<file path="src/rtl/halfcyc_pkg.sv">
package halfcyc_pkg;
    typedef enum logic [1:0] {
        POL_NONE = 2'd0,
        POL_POS  = 2'd1,
        POL_NEG  = 2'd2
    } pol_e;
endpackage

</file>
<file path="src/rtl/hc_zero_cross.sv">
module hc_zero_cross
    import halfcyc_pkg::*;
#(
    parameter int VW = 24,
    parameter int DB = 16
) (
    input  logic          clk,
    input  logic          rst_n,
    input  logic          volt_valid,
    input  logic [VW-1:0] volt_sample,
    output logic          crossing
);
    localparam logic signed [VW-1:0] DB_HI = VW'(DB);
    localparam logic signed [VW-1:0] DB_LO = -VW'(DB);

    typedef struct packed {
        pol_e pol;
    } zc_state_t;

    zc_state_t st_d, st_q;
    pol_e      sample_pol;

    always_comb begin
        st_d       = st_q;
        sample_pol = POL_NONE;
        if ($signed(volt_sample) > DB_HI) begin
            sample_pol = POL_POS;
        end else if ($signed(volt_sample) < DB_LO) begin
            sample_pol = POL_NEG;
        end
        crossing = volt_valid && (st_q.pol != POL_NONE) &&
                   (sample_pol != POL_NONE) && (sample_pol != st_q.pol);
        if (volt_valid && sample_pol != POL_NONE) begin
            st_d.pol = sample_pol;
        end
    end

    always_ff @(posedge clk or negedge rst_n) begin
        if (!rst_n) begin
            st_q <= '{pol: POL_NONE};
        end else begin
            st_q <= st_d;
        end
    end
endmodule

</file>
<file path="src/rtl/hc_window_ctrl.sv">
module hc_window_ctrl #(
    parameter int CW = 14
) (
    input  logic          clk,
    input  logic          rst_n,
    input  logic          mode_en,
    input  logic          crossing,
    input  logic [CW-1:0] half_cycles,
    output logic          win_end,
    output logic          first_win
);
    typedef struct packed {
        logic [CW-1:0] cnt;
        logic          first;
    } win_state_t;

    win_state_t  st_d, st_q;
    logic [CW:0] eff_n;
    logic [CW:0] cnt_next;

    always_comb begin
        st_d     = st_q;
        eff_n    = (half_cycles == '0) ? (CW+1)'(1) : {1'b0, half_cycles};
        cnt_next = {1'b0, st_q.cnt} + (CW+1)'(1);
        win_end  = mode_en && crossing && (cnt_next >= eff_n);
        if (!mode_en) begin
            st_d.cnt   = '0;
            st_d.first = 1'b1;
        end else if (win_end) begin
            st_d.cnt   = '0;
            st_d.first = 1'b0;
        end else if (crossing) begin
            st_d.cnt   = cnt_next[CW-1:0];
        end
    end

    assign first_win = st_q.first;

    always_ff @(posedge clk or negedge rst_n) begin
        if (!rst_n) begin
            st_q <= '{cnt: '0, first: 1'b1};
        end else begin
            st_q <= st_d;
        end
    end
endmodule

</file>
<file path="src/rtl/hc_accum.sv">
module hc_accum #(
    parameter int PW = 24,
    parameter int AW = 40
) (
    input  logic          clk,
    input  logic          rst_n,
    input  logic          mode_en,
    input  logic          pwr_valid,
    input  logic [PW-1:0] pwr_sample,
    input  logic          win_end,
    input  logic          first_win,
    output logic [AW-1:0] result,
    output logic          result_valid
);
    typedef struct packed {
        logic [AW-1:0] acc;
        logic [AW-1:0] res;
        logic          res_ok;
    } acc_state_t;

    acc_state_t    st_d, st_q;
    logic [AW-1:0] addend;
    logic [AW-1:0] sum;

    always_comb begin
        st_d   = st_q;
        addend = pwr_valid ? {{(AW-PW){pwr_sample[PW-1]}}, pwr_sample} : '0;
        sum    = st_q.acc + addend;
        if (!mode_en) begin
            st_d.acc = '0;
        end else if (win_end) begin
            st_d.res    = sum;
            st_d.res_ok = !first_win;
            st_d.acc    = '0;
        end else begin
            st_d.acc = sum;
        end
    end

    assign result       = st_q.res;
    assign result_valid = st_q.res_ok;

    always_ff @(posedge clk or negedge rst_n) begin
        if (!rst_n) begin
            st_q <= '{acc: '0, res: '0, res_ok: 1'b0};
        end else begin
            st_q <= st_d;
        end
    end
endmodule

</file>
<file path="src/rtl/halfcyc_energy_acc.sv">
module halfcyc_energy_acc #(
    parameter int PW = 24,
    parameter int VW = 24,
    parameter int AW = 40,
    parameter int CW = 14,
    parameter int DB = 16
) (
    input  logic          clk,
    input  logic          rst_n,
    input  logic          pwr_valid,
    input  logic [PW-1:0] pwr_sample,
    input  logic          volt_valid,
    input  logic [VW-1:0] volt_sample,
    input  logic          mode_en,
    input  logic [CW-1:0] half_cycles,
    input  logic          irq_en,
    input  logic          clr_done,
    output logic [AW-1:0] result,
    output logic          result_valid,
    output logic          done_flag,
    output logic          irq_n
);
    logic crossing;
    logic win_end;
    logic first_win;
    logic done_d, done_q;

    hc_zero_cross #(.VW(VW), .DB(DB)) zc_i (
        .clk         (clk),
        .rst_n       (rst_n),
        .volt_valid  (volt_valid),
        .volt_sample (volt_sample),
        .crossing    (crossing)
    );

    hc_window_ctrl #(.CW(CW)) win_i (
        .clk         (clk),
        .rst_n       (rst_n),
        .mode_en     (mode_en),
        .crossing    (crossing),
        .half_cycles (half_cycles),
        .win_end     (win_end),
        .first_win   (first_win)
    );

    hc_accum #(.PW(PW), .AW(AW)) acc_i (
        .clk          (clk),
        .rst_n        (rst_n),
        .mode_en      (mode_en),
        .pwr_valid    (pwr_valid),
        .pwr_sample   (pwr_sample),
        .win_end      (win_end),
        .first_win    (first_win),
        .result       (result),
        .result_valid (result_valid)
    );

    // set has priority over a same-cycle clear
    always_comb begin
        done_d = (done_q && !clr_done) || win_end;
    end

    always_ff @(posedge clk or negedge rst_n) begin
        if (!rst_n) begin
            done_q <= 1'b0;
        end else begin
            done_q <= done_d;
        end
    end

    assign done_flag = done_q;
    assign irq_n     = !(done_q && irq_en);
endmodule

</file>
<file path="config.mk">
export PLATFORM = sky130hd
export DESIGN_NAME = halfcyc_energy_acc
export DESIGN_NICKNAME = d
export VERILOG_FILES = /design/src/rtl/halfcyc_pkg.sv /design/src/rtl/hc_zero_cross.sv /design/src/rtl/hc_window_ctrl.sv /design/src/rtl/hc_accum.sv /design/src/rtl/halfcyc_energy_acc.sv
export SDC_FILE = /design/constraint.sdc
export NUM_CORES = 1
export LEC_CHECK = 0
export ABC_AREA = 1
export BUFFER_PORTS_ARGS = -buffer_cell sky130_fd_sc_hd__buf_2
export CAP_MARGIN = 5
export CORE_MARGIN = 4
export CORE_UTILIZATION = 55
export DETAILED_ROUTE_END_ITERATION = 10
export PLACE_DENSITY = 0.77
export SETUP_SLACK_MARGIN = 0.3
export SLEW_MARGIN = 40
export SYNTH_ARGS = -nofsm -noshare
export SYNTH_HDL_FRONTEND = slang
export SYNTH_SLANG_ARGS = --single-unit
export TNS_END_PERCENT = 10
</file>
<file path="constraint.sdc">
create_clock -name clk -period 6.9 [get_ports clk]
set_clock_uncertainty 0.2 [all_clocks]
set_input_delay 1.38 -clock clk [delete_from_list [all_inputs] [get_ports clk]]
set_output_delay 1.38 -clock clk [all_outputs]
set_load 0.1 [all_outputs]
</file>
==> out/qor.yml, run 1 <==
status: "completed"
area_growth_pct: 7.41
dpl.hpwl_mm: 17.0
post-route-drc-count: 0
n_fill_cell: 1475
crit_fanout: 24
hold_buffers: 0
setup_viol: 0
clkSlewWorstSetupHoldPaths_ns: 0.07
ys_top_cells_by_area: "dfrtp_1 (29%), nand2_1 (23%), inv_1 (10%), ha_1 (8.1%), nor2_1 (4.9%)"
layout.nets: 1485
period_share_pct: 60.2
setup_tns_ns: 0
cp_data_arrival_time_ns: 4.24
synth_area_per_cell_um2: 6.43
cts_tree: "done"
slew-limit-headroom_pct: 51.2
overflow: 0
grtUsageMet1_pct: 35.2
worst_pin_slew_ns: 0.731
synth.distinct_cells: 35
r2r_end: "acc_i.st_q[52]"
dieArea_um2: 17200
worst_hold_path_type: "reg -> reg"
async_flop_share_pct: 100
hp-start: "acc_i.result[31]"
routed_via_density: 5.04
stdcell_area_um2: 8940
hold_depth: 2
clock_path_buffers: 2
yosysTopAreaCellShare_pct: 29.5
grt_max_degree: 61
n_antenna_cell: 0
multi_input_area_um2: 4500
initialDrtViolationCount: 446
cts_sinks: 99
num_rows: 44
layout.cells.non_filler: 1550
top_usage_layer: "met2"
first_pass_iters: 7
fmax_mhz: 241
cp-end-kind: "flop"
met3_usage_pct: 4.55
synth_edf_count: 0
die_y_um: 131
crit-reg2reg-launch: "win_i.st_q[1]"
synth_area_um2: 8320
grt_pass1_vias: 7316
ys_seq_area_share_pct: 29.8
cp-start-kind: "input port"
cts_setup_buffers: 0
fp.coreArea_um2: 14700
worst_ep_required_time_ns: 6.99
seq_area_um2: 2480
grtUsageTotal_pct: 25.7
yosysTopAreaCell: "dfrtp_1"
place_area_um2: 8660
r2r_cells: 16
initial_core_util_pct: 56.6
grt_pass1_wl_mm: 34.9
yosys_warnings: 0
peakVddDrop_uv: 124
antenna_found_initial: 0
vias: 7817
finalHoldViolations: 0
routedWlPerCell_um: 13.6
root_buffer: "clkbuf_16"
holdWs_ns: 0.266
whs_endpoint: "acc_i.result[31]"
htree_levels: 3
maxCapViolCount: 0
synthCells: 1295
use_met2_pct: 41.4
finalWeightedCongestion: 1.03
io_buffers: 111
ant_nets: 0
drt_wl_total_mm: 21.0
rsz0062_at_grt: "no"
die_x_um: 131
cts_resized: 0
r2r_slack_ns: 3.33
final_layout_size_suffix_gt1_share_pct: 13.7
timing_worst_setup_path_type: "in -> reg"
ys_ff_latch: 99
synth-main-ff-cell: "dfrtp_1"
slew_violations: 0
ioPinCount: 112
post-route-min-period_ns: 4.15
syn_nets: 1419
powerDensity_nw_per_um2: 177
power_mw: 1.58
worstSkewPairLatency_ns: 0.36
power_leakage_nw: 5.66
cts_buffers: 9
placed_cells: 1534
[per-layer routing]
metal | vias to the layer above | part of all wire, %
met5 | - | 0
met4 | 0 | 2.6
met3 | 34 | 6.3
met2 | 225 | 45
met1 | 3546 | 46
li1 | 4012 | -
[stage by stage]
step                      setup WS (ns)  util, %
final                              2.75     60.8
after CTS                          2.76     60.8
after global placement             2.42     58.8
after detailed placement           2.38     58.9
after floorplan                    3.27        -
after global routing               2.50     60.8
[worst max path at each step]
stage	cells past startpoint	slack (ns)	from	to
2_1_floorplan	18	3.27	pwr_valid	acc_i.st_q[59]
3_3_place_gp	19	2.42	pwr_valid	acc_i.result[26]
3_5_place_dp	18	2.38	pwr_valid	acc_i.st_q[59]
4_1_cts	18	2.76	pwr_valid	acc_i.st_q[59]
5_1_grt	19	2.50	pwr_valid	acc_i.st_q[67]
6_report	18	2.75	pwr_valid	acc_i.st_q[59]
[cell usage in the layout, fill, tap and decap left out, types with 18 or more instances in the layout]
| cell type | Yosys | routed |
|---|---|---|
| a21oi_1 | 37 | 37 |
| buf_2 | 0 | 110 |
| dfrtp_1 | 98 | 98 |
| ha_1 | 54 | 54 |
| inv_1 | 229 | 229 |
| nand2_1 | 499 | 499 |
| nand3_1 | 52 | 52 |
| nand4_1 | 31 | 31 |
| nor2_1 | 109 | 109 |
| nor2_2 | 41 | 41 |
| o21ai_0 | 18 | 18 |
| xor2_1 | 22 | 22 |
[cells by family (layout without fill, tap and decap cells)]
| logic type | Yosys count | after routing | synth area share, % |
|---|---|---|---|
| AND/OR/NAND/NOR | 751 | 751 | 37.7 |
| buffers and inverters | 290 | 361 | 16.2 |
| XOR/XNOR | 27 | 27 | 2.84 |
| AO/OA/AOI/OAI | 73 | 73 | 5.16 |
| adder cells (fa/ha/maj) | 55 | 55 | 8.36 |
| flip-flops | 99 | 99 | 29.8 |
[report_power, final]
group | switching (mW) | total, mW | internal, mW
Clock | 0.235 | 0.484 | 0.249
Sequential | 0.0162 | 0.634 | 0.618
Combinational | 0.309 | 0.466 | 0.157
Total | 0.561 | 1.58 | 1.02
[layout make-up]
type,instances,share of cell area [%]
Clock buffer,10,2.56
Tap cell,184,2.57
Clock inverter,6,0.518
Inverter,231,9.70
Timing Repair Buffer,114,6.62
Multi-Input combinational cell,906,50.3
Sequential cell,99,27.7
[sequential cells by signal, summed over array words and instances (netlist names)]
| register | count |
|---|---|
| acc_i.result | 40 |
| acc_i.st_q | 40 |
| win_i.st_q | 14 |
| zc_i.st_q | 2 |
| acc_i.result_valid | 1 |
| done_flag | 1 |
| win_i.first_win | 1 |
[critical path, cell delays in order]
cell and delay (ns):
buf_2 0.37, nand2_1 0.09, inv_1 0.07, ha_1 0.24, inv_1 0.08, fa_1 0.41
inv_1 0.17, nand3_1 0.09, nand3_1 0.20, nand2_1 0.08, nand2_1 0.25, nand2_1 0.08
nand2_1 0.18, nand2_1 0.14, a21o_1 0.18, nand2_1 0.07, inv_1 0.07, nor2_4 0.09
[synth_stat cells (5+ instances only)]
master and count:
nand4_1 31, inv_1 229, buf_6 13, a21o_1 8, buf_4 43, xor2_1 22, nor2_2 41, dfrtp_1 98
a21oi_1 37, nand3_1 52, o21ai_0 18, xnor2_1 5, nor2_1 109, ha_1 54, nand2_1 499
Note: power is estimated with default switching activity, not from simulation.
==> run 2, diff against run 1 <==
- CORE_UTILIZATION: 55 -> 54
- PLACE_DENSITY: 0.77 -> 0.78
- clock period: 6.9 -> 3.5 ns (I/O delays scaled with it)
==> out/qor.yml, run 2 (same netlist as run 1, synthesis figures left out) <==
ant_nets: 0  # unchanged
worst_pin_slew_ns: 0.627  # -0.105 ns
status: "completed"
grt_max_degree: 53  # -13%
root_buffer: "clkbuf_16"
maxCapViolCount: 0  # unchanged
vias: 8043  # +2.9%
dieArea_um2: 17500  # +1.7%
hold_buffers: 0  # unchanged
initial_core_util_pct: 55.0  # -1.7 points
p_seq_share_pct: 38.6  # -1.4 points
grtUsageTotal_pct: 24.2  # -1.4 points
initialDrtViolationCount: 496  # +11%
slew-limit-headroom_pct: 58.2  # +7.0 points
fp.coreArea_um2: 15100  # +3.0%
fin_ws_ns: 0.398  # -2.35 ns
power_leakage_nw: 5.87  # +3.7%
finalHoldViolations: 0  # unchanged
worst_hold_path_type: "in -> async"
crit_fanout: 5  # -79%
cp_data_arrival_time_ns: 3.19  # -1.05 ns
crit_path_frequent_cell: "nor2_2"
n_antenna_cell: 0  # unchanged
clkSlewWorstSetupHoldPaths_ns: 0.07  # about the same
layout.nets: 1511  # +1.8%
finalWeightedCongestion: 0.971  # -5.4%
worst_ep_required_time_ns: 3.59  # -3.40 ns
overflow: 0  # unchanged
cts_tree: "done"
worstSkewPairLatency_ns: 0.36  # about the same
num_rows: 45  # +2.3%
setup_tns_ns: 0  # unchanged
layout.cells.non_filler: 1580  # +1.9%
io_buffers: 111  # unchanged
cp_cell_sequence: "inv_1 > nor2_2 > nand2_2 > nor2_2 > nand4_1 > xnor2_2 > ha_1 > nand2_1 > inv_1 > nand2_1 > nor2_1 > nor2_2 > nand2_2 > nor2_4 > o21ai_4 > buf_12 > buf_4 > buf_12 > nor2_2"
placed_cells: 1550  # +1.0%
post-route-min-period_ns: 3.10
switching_share_pct: 34.7  # -0.71 points
grt_pass1_vias: 7433  # +1.6%
post-route-drc-count: 0  # unchanged
cts_buffers: 9  # unchanged
crit_path_max_incr_delay_ns: 0.42  # about the same
period_share_pct: 88.6
clock_power_share_pct: 31.6  # +1.1 points
htree_levels: 3  # unchanged
n_fill_cell: 1407  # -4.6%
final_layout_size_suffix_gt1_share_pct: 16.5  # +2.8 points
antenna_found_initial: 0  # unchanged
combPwrFrac_pct: 29.8  # +0.4 points
area_growth_pct: 13.2
powerDensity_nw_per_um2: 344  # +94%
final_cell_mix: "nand2_1 (493), inv_1 (228), buf_2 (110), nor2_1 (105), dfrtp_1 (97)"
grt_pass1_wl_mm: 34.7  # -0.75%
drt_wl_total_mm: 22.1  # +5.3%
cpMaxStageDelayCell: "dfrtp_1"
first_pass_iters: 6  # -1
dpl.hpwl_mm: 16.9  # -0.51%
peakVddDrop_uv: 250  # +100%
cp-end-kind: "flop"
setup_viol: 0  # unchanged
routedWlPerCell_um: 14.0  # +3.3%
slew_violations: 0  # unchanged
p_switching_mw: 1.12  # +100%
die_x_um: 132  # +0.87%
cts_sinks: 99  # unchanged
p_int_mw: 2.11  # +110%
rsz0062_at_grt: "yes"
pre_cts_ws_ns: -0.108  # -2.49 ns
die_y_um: 132  # +0.87%
clock_path_buffers: 2  # unchanged
timing_worst_setup_path_type: "reg -> reg"
ioPinCount: 112  # unchanged
fmax_mhz: 322
routed_via_density: 5.09  # +0.94%
cp-start-kind: "flop"
layout_commonest_cell: "nand2_1"
run 2: cell count changes in the layout (fill, tap and decap cells not counted), moves of 2 or more:
| cell | previous run | this run |
|---|---|---|
| ha_4 | 0 | 2 |
| nand2_1 | 499 | 493 |
| buf_12 | 0 | 7 |
| buf_4 | 2 | 17 |
| nor2_1 | 109 | 105 |
| nor2_2 | 41 | 44 |
| ha_1 | 54 | 52 |
| clkbuf_16 | 9 | 13 |
| nand2_2 | 4 | 10 |
run 2: routing by layer:
layer  vias to the layer above  track usage (%)  wire (um)
li1                       4067                -          -
met1                      3675             33.7      10200
met2                       258             38.5       9880
met3                        43             3.24       1450
met4                         0             9.39        639
met5                         -                0          0
run 2: cell type report:
cell class                 count  area [um2]  area share [%]
multi-input combinational    906        4580            48.6
inverter                     231         867            9.20
sequential                    99        2480            26.3
timing repair buffer         140         961            10.2
clock inverter                 6        70.1           0.743
tap                          188         235            2.50
clock buffer                  10         229            2.43
run 2: timing repair:
action / CTS / global route
resized for setup: 2 / 22
setup buffers: 0 / 10
pin swaps: 0 / 10
gates cloned: 0 / 4
endpoints found under the setup margin: 33 / 97
hold endpoints to repair: 0 / 0
run 2: path summary, 6_finish.rpt:
| kind | cells after the start | from | to | slack (ns) |
|---|---|---|---|---|
| max in group asynchronous | 2 | rst_n | win_i.first_win | 2.19 |
| hold reg to reg | 2 | acc_i.result[32] | acc_i.result[32] | 0.26 |
| setup reg to reg | 19 | win_i.st_q[1] | acc_i.st_q[60] | 0.40 |
| min in group clk | 2 | acc_i.result[32] | acc_i.result[32] | 0.26 |
| setup / recovery | 19 | win_i.st_q[1] | acc_i.st_q[60] | 0.40 |
| hold / removal | 1 | rst_n | acc_i.result[31] | 0.16 |
run 2: power by group through the flow:
stage	Sequential, mW	Combinational, mW	Clock [mW]
2_1_floorplan	1.26	0.677	0
3_3_place_gp	1.27	0.912	0
3_5_place_dp	1.27	0.923	0
4_1_cts	1.25	0.931	1.04
5_1_grt	1.26	1.09	1.09
6_report	1.25	0.965	1.02
run 2: per-stage QoR:
| stage | area [um2] | hold slack, ns | total power [mW] | utilization (%) |
|---|---|---|---|---|
| floorplan | 8320 | 0.204 | 1.94 | - |
| global placement | 8770 | 0.250 | 2.18 | 57.9 |
| detailed placement | 8810 | 0.253 | 2.19 | 58.2 |
| CTS | 9130 | 0.187 | 3.22 | 60.3 |
| global route | 9420 | 0.225 | 3.44 | 62.2 |
| finish | 9420 | 0.165 | 3.24 | 62.2 |
run 2: critical path: cells and delay by family (launching register included):
| family | cells | cell delay, ns |
|---|---|---|
| simple gates | 11 | 1.26 |
| xor+xnor | 1 | 0.19 |
| compound gates | 1 | 0.09 |
| fa+ha+maj | 1 | 0.32 |
| flops | 1 | 0.42 |
| buf+inv | 5 | 0.54 |
